**config.mk**
```make
export PLATFORM = sky130hd
export DESIGN_NAME = pwm6_out_stage
export DESIGN_NICKNAME = d
export VERILOG_FILES = /design/src/rtl/pwm6_pkg.sv /design/src/rtl/pwm6_regfile.sv /design/src/rtl/pwm6_timebase.sv /design/src/rtl/pwm6_channel.sv /design/src/rtl/pwm6_out_stage.sv
export SDC_FILE = /design/constraint.sdc
export NUM_CORES = 1
export LEC_CHECK = 0
export BUFFER_PORTS_ARGS = -buffer_cell sky130_fd_sc_hd__buf_2
export CAP_MARGIN = 15
export CORE_MARGIN = 3
export CORE_UTILIZATION = 35
export CTS_BUF_LIST = sky130_fd_sc_hd__clkbuf_4
export DETAILED_ROUTE_END_ITERATION = 10
export PLACE_DENSITY = 0.57
export SLEW_MARGIN = 20
export SYNTH_ARGS = -nofsm -noshare
export SYNTH_HDL_FRONTEND = slang
export SYNTH_SLANG_ARGS = --single-unit
```
**constraint.sdc**
```tcl
create_clock -name clk -period 6.8 [get_ports clk]
set_input_delay 1.02 -clock clk [delete_from_list [all_inputs] [get_ports clk]]
set_output_delay 1.02 -clock clk [all_outputs]
set_load 0.03 [all_outputs]
```
**src/rtl/pwm6_pkg.sv**
```systemverilog
package pwm6_pkg;

    // Default geometry of the stage
    localparam int unsigned PWM_NCH = 6;
    localparam int unsigned PWM_CW  = 8;
    localparam int unsigned PWM_DW  = 16;
    localparam int unsigned PWM_AW  = 4;

    // Address of the modulus; channel compare pairs follow it
    localparam int unsigned ADDR_MOD     = 0;
    localparam int unsigned ADDR_CH_BASE = 1;

    // Timebase states
    typedef enum logic {
        TB_STOP  = 1'b0,
        TB_COUNT = 1'b1
    } tb_state_e;

    // Output source per channel
    typedef enum logic {
        SRC_GEN = 1'b0,
        SRC_SW  = 1'b1
    } src_sel_e;

endpackage

```
**src/rtl/pwm6_regfile.sv**
```systemverilog
module pwm6_regfile
    import pwm6_pkg::*;
#(
    parameter int unsigned NCH = PWM_NCH,
    parameter int unsigned CW  = PWM_CW,
    parameter int unsigned DW  = PWM_DW,
    parameter int unsigned AW  = PWM_AW
) (
    input  logic                    clk,
    input  logic                    rst_n,
    input  logic                    wr_en,
    input  logic [AW-1:0]           wr_addr,
    input  logic [DW-1:0]           wr_data,
    output logic [CW-1:0]           sh_mod,
    output logic [NCH-1:0][CW-1:0]  sh_lo,
    output logic [NCH-1:0][CW-1:0]  sh_hi,
    output logic [NCH-1:0]          sh_inv,
    output logic                    pol_top,
    output logic                    pol_bot,
    output logic [NCH-1:0]          ovr_en,
    output logic [NCH-1:0]          sw_out
);

    localparam int unsigned ADDR_INV = ADDR_CH_BASE + NCH;
    localparam int unsigned ADDR_POL = ADDR_INV + 1;
    localparam int unsigned ADDR_OVR = ADDR_INV + 2;
    localparam int unsigned HI_LSB   = DW / 2;
    localparam int unsigned SW_LSB   = DW / 2;

    logic hit_mod, hit_inv, hit_pol, hit_ovr;

    always_comb begin
        hit_mod = wr_en && (wr_addr == AW'(ADDR_MOD));
        hit_inv = wr_en && (wr_addr == AW'(ADDR_INV));
        hit_pol = wr_en && (wr_addr == AW'(ADDR_POL));
        hit_ovr = wr_en && (wr_addr == AW'(ADDR_OVR));
    end

    always_ff @(posedge clk or negedge rst_n) begin
        if (!rst_n) begin
            sh_mod <= '0;
        end else if (hit_mod) begin
            sh_mod <= wr_data[CW-1:0];
        end
    end

    // One compare pair per channel
    for (genvar k = 0; k < NCH; k++) begin : g_cmp
        logic hit_ch;
        assign hit_ch = wr_en && (wr_addr == AW'(ADDR_CH_BASE + k));

        always_ff @(posedge clk or negedge rst_n) begin
            if (!rst_n) begin
                sh_lo[k] <= '0;
                sh_hi[k] <= '0;
            end else if (hit_ch) begin
                sh_lo[k] <= wr_data[CW-1:0];
                sh_hi[k] <= wr_data[HI_LSB +: CW];
            end
        end
    end

    always_ff @(posedge clk or negedge rst_n) begin
        if (!rst_n) begin
            sh_inv  <= '0;
            pol_top <= 1'b0;
            pol_bot <= 1'b0;
            ovr_en  <= '0;
            sw_out  <= '0;
        end else begin
            if (hit_inv) begin
                sh_inv <= wr_data[NCH-1:0];
            end
            if (hit_pol) begin
                pol_top <= wr_data[0];
                pol_bot <= wr_data[1];
            end
            if (hit_ovr) begin
                ovr_en <= wr_data[NCH-1:0];
                sw_out <= wr_data[SW_LSB +: NCH];
            end
        end
    end

endmodule

```
**src/rtl/pwm6_timebase.sv**
```systemverilog
module pwm6_timebase
    import pwm6_pkg::*;
#(
    parameter int unsigned CW = PWM_CW
) (
    input  logic          clk,
    input  logic          rst_n,
    input  logic [CW-1:0] sh_mod,
    output logic [CW-1:0] cnt,
    output logic [CW-1:0] act_mod,
    output logic          load,
    output logic          running
);

    tb_state_e     state_q, state_d;
    logic [CW-1:0] cnt_q, cnt_d;
    logic [CW-1:0] mod_q;
    logic          load_d;
    logic          last_cnt;

    assign last_cnt = (cnt_q == (mod_q - CW'(1)));

    // Next-state logic
    always_comb begin
        state_d = state_q;
        cnt_d   = cnt_q;
        load_d  = 1'b0;
        unique case (state_q)
            TB_STOP: begin
                load_d = 1'b1;
                cnt_d  = '0;
                if (sh_mod != '0) begin
                    state_d = TB_COUNT;          // start
                end
            end
            TB_COUNT: begin
                if (last_cnt) begin
                    cnt_d  = '0;                 // wrap
                    load_d = 1'b1;
                    if (sh_mod == '0) begin
                        state_d = TB_STOP;       // halt
                    end
                end else begin
                    cnt_d = cnt_q + CW'(1);      // step
                end
            end
            default: begin
                state_d = TB_STOP;
            end
        endcase
    end

    // State register
    always_ff @(posedge clk or negedge rst_n) begin
        if (!rst_n) begin
            state_q <= TB_STOP;
            cnt_q   <= '0;
            mod_q   <= '0;
        end else begin
            state_q <= state_d;
            cnt_q   <= cnt_d;
            if (load_d) begin
                mod_q <= sh_mod;
            end
        end
    end

    // Outputs
    always_comb begin
        cnt     = cnt_q;
        act_mod = mod_q;
        load    = load_d;
        running = (state_q == TB_COUNT);
    end

endmodule

```
**src/rtl/pwm6_channel.sv**
```systemverilog
module pwm6_channel
    import pwm6_pkg::*;
#(
    parameter int unsigned CW = PWM_CW
) (
    input  logic          clk,
    input  logic          rst_n,
    input  logic          load,
    input  logic          running,
    input  logic [CW-1:0] cnt,
    input  logic [CW-1:0] sh_lo,
    input  logic [CW-1:0] sh_hi,
    input  logic          sh_inv,
    output logic          gen_act
);

    logic [CW-1:0] lo_q, hi_q;
    logic          inv_q;
    logic          in_win;

    // Working compare set, refreshed only on a load from the timebase
    always_ff @(posedge clk or negedge rst_n) begin
        if (!rst_n) begin
            lo_q  <= '0;
            hi_q  <= '0;
            inv_q <= 1'b0;
        end else if (load) begin
            lo_q  <= sh_lo;
            hi_q  <= sh_hi;
            inv_q <= sh_inv;
        end
    end

    always_comb begin
        in_win  = (cnt >= lo_q) && (cnt < hi_q);
        gen_act = running && (in_win ^ inv_q);
    end

endmodule

```
**src/rtl/pwm6_out_stage.sv**
```systemverilog
module pwm6_out_stage
    import pwm6_pkg::*;
#(
    parameter int unsigned NCH = PWM_NCH,
    parameter int unsigned CW  = PWM_CW,
    parameter int unsigned DW  = PWM_DW,
    parameter int unsigned AW  = PWM_AW
) (
    input  logic           clk,
    input  logic           rst_n,
    input  logic           wr_en,
    input  logic [AW-1:0]  wr_addr,
    input  logic [DW-1:0]  wr_data,
    output logic [NCH-1:0] pwm_o
);

    logic [CW-1:0]          sh_mod;
    logic [NCH-1:0][CW-1:0] sh_lo, sh_hi;
    logic [NCH-1:0]         sh_inv;
    logic                   pol_top, pol_bot;
    logic [NCH-1:0]         ovr_en, sw_out;
    logic [CW-1:0]          tb_cnt, tb_mod;
    logic                   tb_load, tb_running;
    logic [NCH-1:0]         gen_act;
    logic [NCH-1:0]         grp_neg;

    pwm6_regfile #(.NCH(NCH), .CW(CW), .DW(DW), .AW(AW)) u_regs (
        .clk     (clk),
        .rst_n   (rst_n),
        .wr_en   (wr_en),
        .wr_addr (wr_addr),
        .wr_data (wr_data),
        .sh_mod  (sh_mod),
        .sh_lo   (sh_lo),
        .sh_hi   (sh_hi),
        .sh_inv  (sh_inv),
        .pol_top (pol_top),
        .pol_bot (pol_bot),
        .ovr_en  (ovr_en),
        .sw_out  (sw_out)
    );

    pwm6_timebase #(.CW(CW)) u_tb (
        .clk     (clk),
        .rst_n   (rst_n),
        .sh_mod  (sh_mod),
        .cnt     (tb_cnt),
        .act_mod (tb_mod),
        .load    (tb_load),
        .running (tb_running)
    );

    for (genvar k = 0; k < NCH; k++) begin : g_ch
        src_sel_e src;
        logic     chan_act;
        logic     pin_q;

        pwm6_channel #(.CW(CW)) u_chan (
            .clk     (clk),
            .rst_n   (rst_n),
            .load    (tb_load),
            .running (tb_running),
            .cnt     (tb_cnt),
            .sh_lo   (sh_lo[k]),
            .sh_hi   (sh_hi[k]),
            .sh_inv  (sh_inv[k]),
            .gen_act (gen_act[k])
        );

        // Even channels form the top group, odd ones the bottom group
        if ((k % 2) == 0) begin : g_top
            assign grp_neg[k] = pol_top;
        end else begin : g_bot
            assign grp_neg[k] = pol_bot;
        end

        always_comb begin
            src = ovr_en[k] ? SRC_SW : SRC_GEN;
            unique case (src)
                SRC_SW:  chan_act = sw_out[k];
                SRC_GEN: chan_act = gen_act[k];
                default: chan_act = 1'b0;
            endcase
        end

        always_ff @(posedge clk or negedge rst_n) begin
            if (!rst_n) begin
                pin_q <= 1'b0;
            end else begin
                pin_q <= chan_act ^ grp_neg[k];
            end
        end

        assign pwm_o[k] = pin_q;
    end

endmodule

```
==> summary.txt <==
GRT
  – GR Util met3: 0.03583
  – Largest net degree at the start of global routing: 171
  – Total track usage: 0.1521
  – First-pass GRT wire length: 44.99 mm
  – Busiest grt layer: met2
  – Initial antenna violation count: 1
  – M1 GR Usage: 0.2064
  – Grt ovf: 0
  – Vias in the first global route: 8084
  – Met2 Track Usage GR: 0.2391

Layout
  – Layout cells sized above 1: 0.3571
  – Finished Core Util: 0.4063
  – Final Non-Filler Cells: 1544
  – Fin nets: 1159
  – Fillers: 3306
  – Post-Layout Inst Area: 13830 µm²
  – Reg area: 6231 µm²
  – Multi-input logic area: 5416 µm²
  – Synth-to-layout area growth: 12.73%

Power
  – Cell-internal power: 3.734 mW
  – Sw frac: 0.3525
  – Clock network power share: 0.257
  – Leakage: 6.466 nW
  – Sequential power share: 0.382
  – Cell Pwr Density: 417.1 nW/µm²
  – Total net switching power: 2.033 mW
  – Overall Power: 5.767 mW
  – Combinational power share: 0.362
  – Worst vdd ir: 0.0002145 V

Worst setup path
  – Crit-path max FO: 53
  – Crit. End Element: register
  – Arrival @ worst endpoint: 4.31 ns
  – Critical path data required time: 7.31 ns
  – Critical-path cell list: or3b_2 > or4_1 > o31ai_1 > o211a_1 > nand2b_4 > buf_4 > mux2_2
  – Crit. path cell count: 7
  – Slowest cell on the critical path: dfrtp_1
  – Startpoint Class: register
  – Crit Path Class: reg2reg
  – Crit-path leading delay family: simple AND/OR/NAND/NOR gates
  – Largest stage delay, worst path: 0.83 ns
  – R2R depth: 7
  – Critical path buffers and inverters: 1

Synth
  – Synth top area share: 0.5080
  – Area leader, netlist: dfrtp_1
  – Warnings from Yosys: 0
  – Post-Syn Nets: 1079
  – Count leader, synth: dfrtp_1
  – Most frequent cells after synthesis: dfrtp_1 (249), mux2_2 (211), inv_1 (102)
  – Synth top area cells: dfrtp_1 (51%), mux2_2 (19%), ha_1 (9.4%)
  – Post-Synthesis Cells: 964
  – Yosys reg bits: 249
  – Cell Area, Synth: 12270 µm²
  – Synthesized area per cell: 12.72 µm²
  – Asr flop ratio synth: 1.000
  – Yosys cell types: 54
  – EDFF count, synth: 0
  – Seq/Total Area, Yosys: 0.5080
  – Ys flop type: dfrtp_1

CTS
  – Reg clk slew, reported paths: 0.07 ns
  – Setup Fix Bufs, Post-CTS: 0
  – CTS max path bufs: 3
  – CTS root buf: clkbuf_4
  – Post-CTS Resized: 0
  – # hold bufs at CTS: 0
  – Total CTS buffers: 71
  – Sink Count: 249
  – Htree depth: 3
  – Clk Latency, worst-skew pair: 0.66 ns
  – CTS tree: yes

Outcome
  – Status: finished clean

Place
  – DP HPWL: 18.50 mm
  – Port Buffers: 28
  – DP Area: 12850 µm²
  – Final GP Congestion: 0.8353
  – Placed cells: 1419

Detailed routing
  – Starting DRT DRC Count: 426
  – DRC Markers: 0
  – Drt via density: 4.913
  – DR vias: 7585
  – ANT nets after route: 0
  – Final WL: 27.88 mm
  – DRT Pass-1 Iters: 4
  – Wire per inst: 18.06 µm

Timing
  – RSZ-0062 raised after global routing: false
  – Setup Skew: 0.04857 ns
  – Final setup TNS: 0 ns
  – Final hold vios: 0
  – Slew Limit Headroom: 0.3018
  – Worst-Margin Slew: 1.047 ns
  – Final Max Slew Viols: 0
  – Final min period: 3.800 ns
  – Achievable Freq: 263.2 MHz
  – Final setup viols: 0
  – Period Utilization, post-route: 0.5588

Floorplan
  – Initial Util: 0.3604
  – Core area: 34040 µm²
  – Die W: 193.2 µm
  – Die area: 37330 µm²
  – FP Rows: 67
  – Die Height: 193.2 µm
  – Top-Level Pins: 29

Worst hold path
  – Hold Path Class: in2async

Run
  – Total of max-cap violations: 0
worst reg2reg max path, delay by kind of cell, from the launching register on:
kind / cells / cell delay, ns
AOI/OAI and AO/OA: 2 / 0.29
DFF: 1 / 0.83
buffers and inverters: 1 / 0.59
and+or+nand+nor: 3 / 1.55
muxes: 1 / 0.43
flip-flops by register name (all words and copies together), names as in the netlist, 8 cells and up:
register and flops:
g_ch.u_chan.hi_q 48, u_regs.sh_hi 48, g_ch.u_chan.lo_q 48, u_regs.sh_lo 48, u_tb.act_mod 8, u_tb.cnt 8, u_regs.sh_mod 8
cell type report:
type	count	area share
sequential	249	0.4506
multi-input combinational	578	0.3917
clock buffer	105	0.05701
tap	448	0.04054
inverter	103	0.02796
timing repair buffer	41	0.01882
clock inverter	19	0.01312
antenna	1	0.0001810
path summary, 6_finish.rpt:
kind	startpoint	end	slack, ns
worst max-delay path	u_tb.cnt[5]$_DFF_PN0_	g_ch[3].u_chan.hi_q[1]$_DFFE_PN0P_	3.00
worst min-delay path	rst_n	u_regs.sh_hi[15]$_DFFE_PN0P_	0.33
worst max register to register	u_tb.cnt[5]$_DFF_PN0_	g_ch[3].u_chan.hi_q[1]$_DFFE_PN0P_	3.00
worst min register to register	u_regs.sh_hi[30]$_DFFE_PN0P_	g_ch[3].u_chan.hi_q[6]$_DFFE_PN0P_	0.46
max in group asynchronous	rst_n	g_ch[4].u_chan.lo_q[2]$_DFFE_PN0P_	5.11
min in group clk	u_regs.sh_hi[30]$_DFFE_PN0P_	g_ch[3].u_chan.hi_q[6]$_DFFE_PN0P_	0.46
cell families (layout without fill, tap and decap cells):
group,count (synthesis),count (layout),synth area share
flip-flops,249,249,0.5080
multiplexers,236,236,0.2227
AO/OA/AOI/OAI,92,92,0.05193
XOR/XNOR,17,17,0.01214
buffers and inverters,137,268,0.05100
other,0,1,0
adder cells (fa/ha/maj),92,92,0.09385
AND/OR/NAND/NOR,141,141,0.06039
power by group through the flow:
| stage | combinational [mW] | sequential (mW) | clock (mW) |
|---|---|---|---|
| 4_1_cts | 2.12 | 2.21 | 1.54 |
| 3_3_place_gp | 2.05 | 2.22 | 0 |
| 3_5_place_dp | 2.11 | 2.23 | 0 |
| 5_1_grt | 2.39 | 2.26 | 1.62 |
| 6_report | 2.09 | 2.20 | 1.48 |
| 2_1_floorplan | 1.54 | 2.13 | 0 |
metrics by stage:
stage	hold WS, ns	setup slack, ns
6_report	0.3290	3.000
5_1_grt	0.3172	2.794
4_1_cts	0.2857	2.968
3_5_place_dp	0.4852	2.988
3_3_place_gp	0.4802	2.972
2_1_floorplan	0.4722	4.111
routing by layer:
layer  part of all wire  up-vias
met4              0.023        0
met2               0.45      136
li1                   -     3590
met1               0.48     3812
met3              0.049       47
met5                  0        -
cell usage in the layout (no fill, tap or decap), types with 9 or more instances in the layout:
cell type	instances
nand2_1	28
nor3_1	10
inv_1	102
buf_4	12
o21ai_0	17
ha_1	92
nand3_1	11
clkbuf_4	105
buf_2	27
dfrtp_1	249
xor2_1	10
nor2_1	33
mux2_2	211
nor4_1	9
clkinv_1	13
nand2b_1	10
mux2_4	21
a21oi_1	18
Power figures use the tool's default switching activity.
